===== src/rtl/ring_pkg.sv =====
package ring_pkg;
  typedef enum logic [1:0] {
    ST_IDLE  = 2'd0,
    ST_QUAL  = 2'd1,
    ST_DLY   = 2'd2,
    ST_VALID = 2'd3
  } ring_st_e;
endpackage


===== src/rtl/ring_edge_det.sv =====
module ring_edge_det #(
  parameter int N = 2
) (
  input  logic         clk,
  input  logic         rst,
  input  logic [N-1:0] lvl,
  output logic [N-1:0] ev
);
  logic [N-1:0] prev;

  for (genvar g = 0; g < N; g++) begin : g_ch
    always_ff @(posedge clk) begin
      if (rst) prev[g] <= 1'b0;
      else     prev[g] <= lvl[g];
    end
    assign ev[g] = lvl[g] & ~prev[g];
  end
endmodule


===== src/rtl/ring_freq_fsm.sv =====
module ring_freq_fsm
  import ring_pkg::*;
#(
  parameter int QUAL_STEP = 16,
  parameter int DLY_STEP  = 16,
  parameter int TMO_STEP  = 16
) (
  input  logic       clk,
  input  logic       rst,
  input  logic       tick,
  input  logic       val_en,
  input  logic       pos_ev,
  input  logic       neg_ev,
  input  logic [5:0] min_ivl,
  input  logic [5:0] max_ivl,
  input  logic [2:0] qual_len,
  input  logic [2:0] dly_len,
  input  logic [3:0] end_tmo,
  output logic       env
);
  localparam int IW = 7;
  localparam int QW = $clog2(7 * QUAL_STEP + 2);
  localparam int DW = $clog2(7 * DLY_STEP + 2);
  localparam int EW = $clog2(15 * TMO_STEP + 2);

  ring_st_e        state;
  logic [IW-1:0]   ivl_cnt;
  logic [QW-1:0]   qual_tmr;
  logic [DW-1:0]   dly_tmr;
  logic [EW-1:0]   eot_tmr;
  logic            last_neg;
  logic            raw_act;
  logic [QW-1:0]   qual_tgt;
  logic [DW-1:0]   dly_tgt;
  logic [EW-1:0]   eot_tgt;
  logic            any_ev, alt_ev, eot_hit, too_fast, too_slow;

  assign qual_tgt = QW'(qual_len) * QW'(QUAL_STEP);
  assign dly_tgt  = DW'(dly_len) * DW'(DLY_STEP);
  assign eot_tgt  = EW'(end_tmo) * EW'(TMO_STEP);

  assign any_ev   = pos_ev | neg_ev;
  assign alt_ev   = (pos_ev & last_neg) | (neg_ev & ~last_neg);
  assign eot_hit  = (eot_tmr >= eot_tgt) & ~any_ev;
  assign too_fast = ivl_cnt < {1'b0, min_ivl};
  assign too_slow = ivl_cnt > {1'b0, max_ivl};

  // time since most recent crossing of either polarity
  always_ff @(posedge clk) begin
    if (rst)                           eot_tmr <= '0;
    else if (any_ev)                   eot_tmr <= '0;
    else if (tick && eot_tmr != '1)    eot_tmr <= eot_tmr + 1'b1;
  end

  // unqualified envelope used when validation is off
  always_ff @(posedge clk) begin
    if (rst)          raw_act <= 1'b0;
    else if (any_ev)  raw_act <= 1'b1;
    else if (eot_hit) raw_act <= 1'b0;
  end

  always_ff @(posedge clk) begin
    if (rst) begin
      state    <= ST_IDLE;
      ivl_cnt  <= '0;
      qual_tmr <= '0;
      dly_tmr  <= '0;
      last_neg <= 1'b0;
    end else if (!val_en) begin
      state <= ST_IDLE;
    end else begin
      unique case (state)
        ST_IDLE: begin
          if (any_ev) begin
            state    <= ST_QUAL;
            last_neg <= neg_ev & ~pos_ev;
            ivl_cnt  <= '0;
            qual_tmr <= '0;
          end
        end
        ST_QUAL: begin
          if (alt_ev) begin
            last_neg <= ~last_neg;
            ivl_cnt  <= '0;
            if (too_fast)                       qual_tmr <= '0;
            else if (tick && qual_tmr != '1)    qual_tmr <= qual_tmr + 1'b1;
          end else if (too_slow) begin
            state <= ST_IDLE;
          end else if (qual_tmr >= qual_tgt) begin
            state   <= ST_DLY;
            dly_tmr <= '0;
          end else if (tick) begin
            if (ivl_cnt != '1)  ivl_cnt  <= ivl_cnt + 1'b1;
            if (qual_tmr != '1) qual_tmr <= qual_tmr + 1'b1;
          end
        end
        ST_DLY: begin
          if (eot_hit)                  state <= ST_IDLE;
          else if (dly_tmr >= dly_tgt)  state <= ST_VALID;
          else if (tick)                dly_tmr <= dly_tmr + 1'b1;
        end
        ST_VALID: begin
          if (eot_hit) state <= ST_IDLE;
        end
        default: state <= ST_IDLE;
      endcase
    end
  end

  assign env = val_en ? (state == ST_VALID) : raw_act;

  p_valid_via_delay_r5: assert property (@(posedge clk) disable iff (rst)
    $rose(state == ST_VALID) |-> $past(state == ST_DLY));

  p_qual_on_cross_r1: assert property (@(posedge clk) disable iff (rst)
    $rose(state == ST_QUAL) |-> $past(pos_ev | neg_ev));

  p_off_goes_idle_r7: assert property (@(posedge clk) disable iff (rst)
    !val_en |=> state == ST_IDLE);

  p_env_drop_quiet_r6: assert property (@(posedge clk) disable iff (rst)
    (val_en && $past(val_en) && $fell(env)) |-> $past(eot_tmr >= eot_tgt));
endmodule


===== src/rtl/ring_irq.sv =====
module ring_irq (
  input  logic clk,
  input  logic rst,
  input  logic env,
  input  logic both_edge,
  input  logic irq_pol,
  input  logic irq_clr,
  output logic irq_flag,
  output logic irq_pin
);
  logic env_d, set_ev;

  always_ff @(posedge clk) begin
    if (rst) env_d <= 1'b0;
    else     env_d <= env;
  end

  assign set_ev = (env & ~env_d) | (both_edge & ~env & env_d);

  always_ff @(posedge clk) begin
    if (rst)          irq_flag <= 1'b0;
    else if (set_ev)  irq_flag <= 1'b1;
    else if (irq_clr) irq_flag <= 1'b0;
  end

  assign irq_pin = irq_pol ? irq_flag : ~irq_flag;

  p_rise_sets_flag_r8: assert property (@(posedge clk) disable iff (rst)
    (env && !env_d) |=> irq_flag);

  p_flag_sticky_r8: assert property (@(posedge clk) disable iff (rst)
    (irq_flag && !irq_clr) |=> irq_flag);
endmodule


===== src/rtl/ring_oneshot.sv =====
module ring_oneshot #(
  parameter int LEN_TICKS = 5000
) (
  input  logic clk,
  input  logic rst,
  input  logic tick,
  input  logic trig,
  output logic active
);
  localparam int OW = $clog2(LEN_TICKS + 1);
  logic [OW-1:0] cnt;

  always_ff @(posedge clk) begin
    if (rst)                     cnt <= '0;
    else if (cnt == '0 && trig)  cnt <= OW'(LEN_TICKS);
    else if (tick && cnt != '0)  cnt <= cnt - 1'b1;
  end

  assign active = cnt != '0;

  p_shot_starts_on_cross_r10: assert property (@(posedge clk) disable iff (rst)
    $rose(active) |-> $past(trig));
endmodule


===== src/rtl/ring_validator.sv =====
module ring_validator #(
  parameter int QUAL_STEP     = 16,
  parameter int DLY_STEP      = 16,
  parameter int TMO_STEP      = 16,
  parameter int ONESHOT_TICKS = 5000
) (
  input  logic       clk,
  input  logic       rst,
  input  logic       tick,
  input  logic       pos_cross,
  input  logic       neg_cross,
  input  logic       val_en,
  input  logic [5:0] min_ivl,
  input  logic [5:0] max_ivl,
  input  logic [2:0] qual_len,
  input  logic [2:0] dly_len,
  input  logic [3:0] end_tmo,
  input  logic       both_edge,
  input  logic       irq_pol,
  input  logic       irq_clr,
  input  logic       pin_sel,
  output logic       ring_env,
  output logic       irq_flag,
  output logic       irq_pin,
  output logic       rd_pin
);
  logic [1:0] ev;
  logic       shot;

  ring_edge_det #(.N(2)) u_edge (
    .clk (clk), .rst (rst),
    .lvl ({neg_cross, pos_cross}),
    .ev  (ev)
  );

  ring_freq_fsm #(
    .QUAL_STEP (QUAL_STEP), .DLY_STEP (DLY_STEP), .TMO_STEP (TMO_STEP)
  ) u_fsm (
    .clk (clk), .rst (rst), .tick (tick), .val_en (val_en),
    .pos_ev (ev[0]), .neg_ev (ev[1]),
    .min_ivl (min_ivl), .max_ivl (max_ivl), .qual_len (qual_len),
    .dly_len (dly_len), .end_tmo (end_tmo),
    .env (ring_env)
  );

  ring_irq u_irq (
    .clk (clk), .rst (rst), .env (ring_env), .both_edge (both_edge),
    .irq_pol (irq_pol), .irq_clr (irq_clr),
    .irq_flag (irq_flag), .irq_pin (irq_pin)
  );

  ring_oneshot #(.LEN_TICKS (ONESHOT_TICKS)) u_shot (
    .clk (clk), .rst (rst), .tick (tick), .trig (|ev), .active (shot)
  );

  assign rd_pin = pin_sel ? shot : ring_env;
endmodule


===== config.mk =====
export PLATFORM = sky130hd
export DESIGN_NAME = ring_validator
export DESIGN_NICKNAME = d
export VERILOG_FILES = /design/src/rtl/ring_pkg.sv /design/src/rtl/ring_edge_det.sv /design/src/rtl/ring_freq_fsm.sv /design/src/rtl/ring_irq.sv /design/src/rtl/ring_oneshot.sv /design/src/rtl/ring_validator.sv
export SDC_FILE = /design/constraint.sdc
export NUM_CORES = 1
export LEC_CHECK = 0
export ABC_AREA = 1
export BUFFER_PORTS_ARGS = -buffer_cell sky130_fd_sc_hd__buf_2
export CORE_ASPECT_RATIO = 1.4
export CORE_MARGIN = 2
export CORE_UTILIZATION = 40
export DETAILED_ROUTE_END_ITERATION = 8
export REMOVE_ABC_BUFFERS = 1
export SLEW_MARGIN = 20
export SYNTH_ARGS = -nofsm -noshare
export SYNTH_HDL_FRONTEND = slang
export SYNTH_SLANG_ARGS = --single-unit

===== constraint.sdc =====
create_clock -name clk -period 1.87 [get_ports clk]
set_input_delay 0.187 -clock clk [delete_from_list [all_inputs] [get_ports clk]]
set_output_delay 0.187 -clock clk [all_outputs]
set_load 0.02 [all_outputs]

== Yosys cells after proc, flatten, opt, wreduce, memory -nomap -nowiden ==
Cells that the tools add are included.
Operators by class
  add/sub/neg operators: 5
  magnitude comparators: 5
  equal/unequal tests: 23
  mux-type cells: 42
  bitwise operators: 21
  reductions and logical operators: 21
Operators with widths (count)
  $mux 7: 19
  $pmux 7 s2: 3
  $mux 13: 2
  $add 7x1->7 const B: 3
  $reduce_and 8->1: 2
  $ge 7x7->1: 2
  $mux 2: 7
  $ne 7x7->1 const B: 2
  $logic_not 13->1: 1
  $reduce_bool 13->1: 1
  $sub 13x1->13 const B: 1
  $ne 3x1->1 const B: 4
  $ne 2x2->1 const B: 5
  $reduce_bool 2->1: 5
  $and 1x1->1: 9
  $mux 1: 9
  $ne 3x2->1 const B: 3
  $not 1->1: 9
  $add 8x1->8 const B: 1
  $ge 8x8->1: 1
  $ne 2x1->1 const B: 4
  $ne 8x8->1 const B: 1
  $pmux 2 s4: 1
  $reduce_or 2->1: 4
  12 further kinds: 18
Word-level totals
  register bits after elaboration: 50
  output and inout bits: 4
  word-level logic and storage cells: 130

== Longest topological paths before layout ==
Gate-level depths: netlist (run 1).
  depth in word-level cells: 7
  gate-level depth with buffers: 15
  depth with buffers taken out: 14

== Hierarchy ==
A second synthesis (run 1) with hierarchy kept.
Unflattened totals
  cell total of the unflattened synthesis: 587
  area total of the unflattened synthesis: 3793.6 um^2
Modules (own cells, without submodules)
  ring_freq_fsm: instances 1, cells an instance 428, area each 2722.6 um^2
  ring_oneshot: instances 1, cells an instance 132, area each 892.1 um^2
  ring_irq: instances 1, cells an instance 14, area each 95.1 um^2
  ring_edge_det: instances 1, cells an instance 8, area each 62.6 um^2
  ring_validator: instances 1, cells an instance 5, area each 21.3 um^2

== Least setup slack after synthesis (run 1) ==
OpenSTA, ideal clock, no wires.
  kind: reg-to-reg
  from: reg u_shot.cnt[0]
  to: reg u_shot.cnt[9]
  library setup time: 0.109 ns
  arrival time: 1.515 ns
  required time: 1.761 ns
  path slack: 0.246 ns
  stages on the path, launching flop included: 13
  period minus slack after synthesis: 1.624 ns
  cells stage by stage: dfxtp_1 > inv_1 > ha_1 > nand3_1 > inv_1 > nand3_1 > nand2_1 > inv_1 > buf_6 > nand3_1 > o211ai_1 > nand2_1 > inv_1
Between the ends
  cells in the longest elaborated chain, start to end: 3
  elaborated cells between the ends (all ways): 8
  classes of those cells: add/sub (1); mux (2); reduce/logical (5)
Ends and longest elaborated chain
  start: declaration: RTL line ring_oneshot.sv:11  | logic [OW-1:0] cnt;
  start signal: assignment: RTL line ring_oneshot.sv:15  | else if (cnt == '0 && trig) cnt <= OW'(LEN_TICKS);
  start signal: assignment: RTL line ring_oneshot.sv:16  | else if (tick && cnt != '0) cnt <= cnt - 1'b1;
  $sub 13x1->13, or another cell as far along: RTL line ring_oneshot.sv:16
  $mux 13, or another cell as far along: RTL line ring_oneshot.sv:16
  $mux 13 or $reduce_bool 2->1 (tied branches)
Parallel ways exist; a longest one is shown, timed or not. The select of a mux whose other input is x is not followed.
A chain may end at the register's enable or synchronous reset.

== Worst setup path in the final report (run 1) ==
  from: reg u_fsm.ivl_cnt[3]
  to: reg u_fsm.qual_tmr[6]
Between the ends
  cells in the longest elaborated chain, start to end: 4
  elaborated cells between the ends (all ways): 8
  classes of those cells: order compare (2); eq/ne (2); mux (3); reduce/logical (1)
Ends and longest elaborated chain
  start: declaration: RTL line ring_freq_fsm.sv:27  | logic [IW-1:0] ivl_cnt;
  start signal: assignment: RTL line ring_freq_fsm.sv:93  | if (ivl_cnt != '1) ivl_cnt <= ivl_cnt + 1'b1;
  $lt 7x6->1: RTL line ring_freq_fsm.sv:45  | assign too_fast = ivl_cnt < {1'b0, min_ivl};
  $mux 7: RTL line ring_freq_fsm.sv:85  | if (too_fast) qual_tmr <= '0;
  $mux 7: RTL line ring_freq_fsm.sv:82  | if (alt_ev) begin
  $pmux 7 s2: RTL line ring_freq_fsm.sv:72  | unique case (state)
  end signal: assignment: RTL line ring_freq_fsm.sv:86  | else if (tick && qual_tmr != '1) qual_tmr <= qual_tmr + 1'b1;
  end signal: assignment: RTL line ring_freq_fsm.sv:94  | if (qual_tmr != '1) qual_tmr <= qual_tmr + 1'b1;
  end: declaration: RTL line ring_freq_fsm.sv:28  | logic [QW-1:0] qual_tmr;
Parallel ways exist; a longest one is shown, timed or not.

==> summary.txt, run 1 <==
Finish
  – Layout overhead on the synthesized area: 19.6%
  – FF/Latch Area: 1010 µm²
  – Post-route cell area: 4220 µm²
  – Multi-input gate area: 2210 µm²
  – Layout cell share with drive strength beyond 1: 18.2%
  – Final core occ: 49.3%
  – Fillcell total: 894
  – Fin nets: 671
  – # diodes: 0

Timing
  – Max_slew headroom: 73.9%
  – Final setup vio count: 0
  – Worst Tran Pin Value: 0.389 ns
  – Max Clk Rate: 554 MHz
  – Final period util: 96.5%
  – Post-route minimum period: 1.80 ns
  – Setup WS post-layout: 0.0653 ns
  – Setup TNS Final: 0 ns
  – RSZ-0062 raised after global routing: yes
  – Setup Skew: 0.00446 ns
  – Hold Violations, Final: 0
  – Max-slew violations: 0

Floorplanning
  – Overall die height: 115 µm
  – Row Count: 40
  – Core region area: 8560 µm²
  – Number of top-level pins: 36
  – Die Area: 9600 µm²
  – Die X: 83.4 µm
  – Initial Util: 41.2%

Synth
  – Post-Synthesis Cells: 548
  – Ys async rst share: 0%
  – Synth warn: 0
  – Post-synthesis instance area: 3530 µm²
  – Top FF cell, synth: dfxtp_1
  – Synthesized flop and latch total: 50
  – Post-synthesis cell type count: 38
  – Syn_area_per_cell: 6.44 µm²
  – EDFF count, synth: 0
  – Post-synthesis sequential area ratio: 28.4%

Global route
  – Vias in the first global route: 3423
  – Gr ovfl total: 0
  – GRT Total Usage: 17.9%
  – Initial antenna violation count: 0
  – Pin count of the biggest net entering global routing: 19
  – First-pass GRT wire length: 14300 µm

Power and ir drop
  – LEAKAGE: 2.12 nW
  – PwrDens: 994 nW/µm²
  – Maximum vdd drop: 0.000830 V

Drt
  – Antenna-violating nets left: 0
  – DR pass1 iterations: 4
  – Per-cell routed wire length: 11.6 µm
  – Initial drt markers: 128
  – Via count: 3557
  – DRC: 0
  – Drt via density: 4.97
  – Final wirelength: 8280 µm

Critical path
  – Kind of end point of the critical path: register
  – Startpoint types: register
  – R2r worst-path depth: 10
  – CP max FO: 6
  – R2r startpoint: u_fsm.ivl_cnt[3]
  – WS Path Type: register to register
  – Critical Path End: u_fsm.qual_tmr[6]
  – Critical Path Source: u_fsm.ivl_cnt[3]
  – Critical Path RT: 2.09 ns
  – CP arrival: 2.03 ns
  – Worst R2R Setup Slack: 0.07 ns
  – Worst reg2reg path endpoint: u_fsm.qual_tmr[6]

Clock tree
  – CTS buffer count: 5
  – H-tree depth: 2
  – Clock slew at reported path FFs: 0.07 ns
  – CTS Buffer Depth: 2
  – Root Buffer: clkbuf_16
  – TritonCTS clock tree: done
  – Clk sinks: 50
  – Clock latency on the worst-skew pair: 0.29 ns

Place
  – Post-Place Setup Slack: 0.0361 ns
  – Placed Area: 3970 µm²
  – Global placer's final weighted congestion: 0.845
  – Port Buffers: 35
  – Hpwl dp: 6400 µm

Run
  – Max Cap Viol: 0

Worst hold path
  – Hold crit path type: primary input to register

Status
  – Status: finished clean
Yosys cell counts, types with 3 or more instances:
cell type / instances / area (µm²)
nand2_1: 131 / 492
inv_1: 81 / 304
nor2_1: 80 / 300
dfxtp_1: 50 / 1000
nand3_1: 41 / 205
a21oi_1: 35 / 175
ha_1: 29 / 363
o21ai_0: 23 / 115
nand4_1: 15 / 93.8
xor2_1: 10 / 87.6
nor3_1: 5 / 25.0
nand2_4: 4 / 45.0
or2_2: 4 / 25.0
a211oi_1: 3 / 22.5
inv_2: 3 / 11.3
nand2_2: 3 / 18.8
nor2_2: 3 / 18.8
critical path: stages, from the launching register on:
cell and delay, ns:
dfxtp_2 0.35, ha_1 0.28, nand2_1 0.07, nor2_2 0.12
nand4_1 0.17, nand3_2 0.15, nand3_4 0.13, nor2_4 0.16
buf_6 0.13, nand2_1 0.05, a21oi_1 0.13
logic make-up (layout without fill, tap and decap cells):
logic type / after synthesis / count (layout) / synth area share, %
adders and majority gates: 29 / 29 / 10.3
xor gates and xnor gates: 12 / 12 / 2.98
buffers and inverters: 92 / 154 / 10.4
AOI/OAI and AO/OA: 70 / 70 / 10.8
and+or+nand+nor: 295 / 296 / 37.2
DFF: 50 / 50 / 28.4
through the flow:
step | instances | power (W) | hold slack (ns)
4_1_cts | 713 | 0.00420 | 0.115
2_1_floorplan | 543 | 0.00258 | 0.256
5_1_grt | 716 | 0.00457 | 0.131
3_5_place_dp | 705 | 0.00312 | 0.428
6_report | 716 | 0.00420 | 0.119
3_3_place_gp | 705 | 0.00310 | 0.422
report_power, final:
| part | internal [W] | total (W) | switching, W | leakage (nW) |
|---|---|---|---|---|
| logic | 0.000684 | 0.00176 | 0.00108 | 1.63 |
| clock network | 0.000634 | 0.00105 | 0.000414 | 0.0842 |
| registers | 0.00124 | 0.00139 | 0.000149 | 0.412 |
cell type report:
cell class	instances	share of cell area, %
Clock buffer	5	2.96
Clock inverter	3	1.04
Inverter	87	7.85
Multi-Input combinational cell	407	52.5
Sequential cell	50	24.0
Tap cell	105	3.11
Timing Repair Buffer	59	8.60
state kept, by name, indices dropped and copies added, names as in the netlist, 2 cells and up:
| signal | cells |
|---|---|
| u_edge.prev | 2 |
| u_shot.cnt | 13 |
| u_fsm.eot_tmr | 8 |
| u_fsm.dly_tmr | 7 |
| u_fsm.state | 2 |
| u_fsm.ivl_cnt | 7 |
| u_fsm.qual_tmr | 7 |
worst min path at each step:
stage | slack [ns] | endpoint | startpoint | cells past startpoint
after floorplan | 0.26 | u_fsm.dly_tmr[5] | rst | 1
after CTS | 0.11 | u_edge.prev[0] | pos_cross | 3
after global routing | 0.13 | u_edge.prev[0] | pos_cross | 3
after global placement | 0.42 | u_edge.prev[0] | pos_cross | 3
final | 0.12 | u_edge.prev[0] | pos_cross | 3
after detailed placement | 0.43 | u_edge.prev[0] | pos_cross | 3
layer usage:
layer	global-route usage, %	share of wire, %	vias to the layer above
met3	2.80	2.9	12
met5	0	0	-
met4	6.78	2.1	0
met2	35.4	53	50
met1	18.8	42	1609
li1	-	-	1886
placed cells by master, fill, tap and decap left out, types with 2 or more instances in the layout:
master / instances
xnor2_1: 2
nand4_1: 15
or2_2: 4
clkbuf_16: 5
o21bai_1: 2
nand3b_1: 2
nand2_1: 127
nand2_2: 6
o21ai_0: 21
buf_4: 22
a31oi_1: 2
ha_1: 28
inv_1: 80
nor2_1: 77
dfxtp_2: 6
inv_2: 4
dfxtp_1: 43
nor2_2: 5
a21oi_1: 34
buf_6: 2
nor3_1: 5
nand2_4: 5
o21ai_1: 2
nand3_1: 41
nand3_2: 2
nor2_4: 2
xor2_1: 10
buf_2: 35
inv_4: 2
a211oi_1: 3
timing repair:
item	CTS	global route
endpoints found under the setup margin	0	28
resized for setup	0	25
hold buffers	0	0
buffers inserted	0	1
(Power assumes the default switching activity.)
==> run 2, diff against run 1 <==
--- a/config.mk
+++ b/config.mk
@@ -5,7 +5,6 @@
 export SDC_FILE = /design/constraint.sdc
 export NUM_CORES = 1
 export LEC_CHECK = 0
-export ABC_AREA = 1
 export BUFFER_PORTS_ARGS = -buffer_cell sky130_fd_sc_hd__buf_2
 export CORE_ASPECT_RATIO = 1.4
 export CORE_MARGIN = 2
==> constraint.sdc (replaced) <==
create_clock -name clk -period 1.87 [get_ports clk]
set_input_delay 0.0935 -clock clk [delete_from_list [all_inputs] [get_ports clk]]
set_output_delay 0.0935 -clock clk [all_outputs]
set_load 0.02 [all_outputs]
==> summary.txt, run 2 <==
Status
  – Status: complete, but fails checks
  – Failing checks: setup timing

Timing
  – Setup Skew: 0.00199 ns
  – Worst Tran Pin Value: 0.567 ns
  – Final setup vio count: 34
  – Max-slew violations: 0
  – RSZ-0062 raised after global routing: yes
  – Final period util: 111%
  – Max_slew headroom: 62.1%
  – Min Hold Slack: 0.0209 ns
  – Setup TNS Final: -3.10 ns
  – Setup WS post-layout: -0.199 ns
  – Post-route minimum period: 2.07 ns
  – Max Clk Rate: 483 MHz
  – Hold Violations, Final: 0

Global route
  – GRT Total Usage: 19.8%
  – Gr ovfl total: 0
  – Vias in the first global route: 3174
  – First-pass GRT wire length: 13700 µm
  – Initial antenna violation count: 0
  – Pin count of the biggest net entering global routing: 27

Critical path
  – R2r worst-path depth: 8
  – R2r startpoint: u_fsm.last_neg
  – Crit-path cells: buf_4, nand3b_1, and2_4, buf_4, o32ai_1, or3_1, or3b_1, o32ai_1
  – Critical Path RT: 2.08 ns
  – WS Path Type: register to register
  – CP arrival: 2.28 ns
  – Worst path slowest cell: or3b_1
  – Worst R2R Setup Slack: -0.20 ns
  – CP max FO: 3
  – Critical Path End: u_fsm.qual_tmr[3]
  – Critical Path Source: u_fsm.last_neg
  – Kind of end point of the critical path: register
  – Critical Path Max Stage Delay: 0.39 ns
  – Startpoint types: register
  – Worst reg2reg path endpoint: u_fsm.qual_tmr[3]

Clock tree
  – H-tree depth: 2
  – Clock slew at reported path FFs: 0.09 ns
  – CTS buffer count: 5
  – Root Buffer: clkbuf_8
  – Clk sinks: 50
  – CTS Buffer Depth: 2
  – Clock latency on the worst-skew pair: 0.30 ns
  – TritonCTS clock tree: done
  – CTS Hold Bufs: 0

Floorplanning
  – Number of top-level pins: 36
  – Core region area: 7700 µm²
  – Die Area: 8650 µm²
  – Initial Util: 41.1%
  – Row Count: 38
  – Overall die height: 109 µm
  – Die X: 79.2 µm

Drt
  – Via count: 3289
  – Drt via density: 5.28
  – DR pass1 iterations: 4
  – Per-cell routed wire length: 13.5 µm
  – Final wirelength: 8420 µm
  – Antenna-violating nets left: 0
  – DRC: 0
  – Initial drt markers: 88

Finish
  – Commonest non-fill, non-tap cell in the layout: buf_4
  – Largest Register: u_shot.cnt
  – Max FFs per register: 13
  – Layout overhead on the synthesized area: 48.0%
  – # diodes: 0
  – Biggest regs: u_shot.cnt x13, u_fsm.eot_tmr x8
  – Post-route cell area: 4680 µm²
  – Most frequent cells in the layout: buf_4, dfxtp_1, inv_1, buf_2, nand2_1
  – Layout cell share with drive strength beyond 1: 40.0%
  – Fin nets: 584

Power and ir drop
  – Maximum vdd drop: 0.000642 V
  – LEAKAGE: 2.00 nW
  – PwrDens: 769 nW/µm²
  – Tot Pwr: 0.00360 W

Worst hold path
  – Hold crit path type: primary input to register

Synth
  – Top post-synthesis cells by area: dfxtp_1, ha_1, inv_1, a21oi_1, nand2_1
  – Post-synthesis instance area: 3160 µm²
  – Top FF cell, synth: dfxtp_1
  – Ys async rst share: 0%
  – Post-synth top area share: 31.6%
  – Post-synthesis sequential area ratio: 31.6%
  – Post-synthesis cell type count: 56
  – Most numerous cell in the Yosys netlist: dfxtp_1
  – Syn_area_per_cell: 8.05 µm²
  – Synthesized flop and latch total: 50
  – Post-Synthesis Cells: 393
  – Synth cell count leaders: dfxtp_1, inv_1, nand2_1
  – Synth warn: 0
  – Post-synth top area cell: dfxtp_1
  – EDFF count, synth: 0

Place
  – Global placer's final weighted congestion: 0.830
  – Port Buffers: 35
  – Placed Area: 4010 µm²
  – Post-Place Setup Slack: -0.303 ns
  – Hpwl dp: 6200 µm

Run
  – Max Cap Viol: 0
-- run 2: cell count changes after synthesis, moves of 12 or more --
cell	change
nand2_1	-97
nor2_1	-47
inv_1	-40
nand3_1	-20
o21ai_0	-17
or4_1	+12
xnor2_1	+12
-- run 2: metal layers --
metal	up-vias	global-route usage (%)	part of all wire (%)
met5	-	0	0
met4	0	6.90	1.7
met3	12	2.57	3.1
met2	66	39.3	55
met1	1534	20.8	40
li1	1677	-	-
-- run 2: repair_timing --
| action | in CTS | in global routing |
|---|---|---|
| resized for setup | 59 | 29 |
| pin swaps | 33 | 26 |
| setup buffers | 13 | 4 |
| setup endpoints to repair | 34 | 36 |
| gates cloned | 1 | 0 |
-- run 2: cells by family after synthesis --
kind of cell / share of synthesized area [%]
muxes: 0.316
xor gates and xnor gates: 4.71
DFF: 31.6
and+or+nand+nor: 28.2
adders and majority gates: 11.5
buffers and inverters: 6.13
AOI/OAI and AO/OA: 17.6
-- run 2: final cells by class --
type                       count  area [µm²]
sequential                    50        1010
multi-input combinational    294        2350
tap                          100         125
clock buffer                   6        82.6
clock inverter                 1        30.0
fill                         690        3020
inverter                      41         154
timing repair buffer         131         933
-- run 2: power by group --
group / switching (W) / internal (W) / total [W]
Clock: 0.000364 / 0.000429 / 0.000792
Combinational: 0.000729 / 0.000830 / 0.00156
Sequential: 0.0000793 / 0.00117 / 0.00125
-- run 2: metrics by stage --
stage	util (%)	std cells
3_5_place_dp	52.1	598
3_3_place_gp	52.1	598
4_1_cts	58.6	619
6_report	60.8	623
5_1_grt	60.8	623
2_1_floorplan	-	385
-- run 2: how the worst min path moves through the flow --
stage / to / cells after the start / slack, ns / startpoint
after floorplan: u_fsm.ivl_cnt[0] / 1 / 0.16 / rst
after global placement: u_edge.prev[1] / 2 / 0.33 / neg_cross
after detailed placement: u_edge.prev[1] / 2 / 0.33 / neg_cross
after CTS: u_edge.prev[1] / 2 / 0.02 / neg_cross
after global routing: u_edge.prev[1] / 2 / 0.03 / neg_cross
final: u_edge.prev[1] / 2 / 0.02 / neg_cross
-- run 2: critical path: cells and delay by family (launching register included) --
kind | cells | cell delay [ns]
simple gates | 4 | 1.02
flops | 1 | 0.32
buf+inv | 2 | 0.25
compound gates | 2 | 0.39
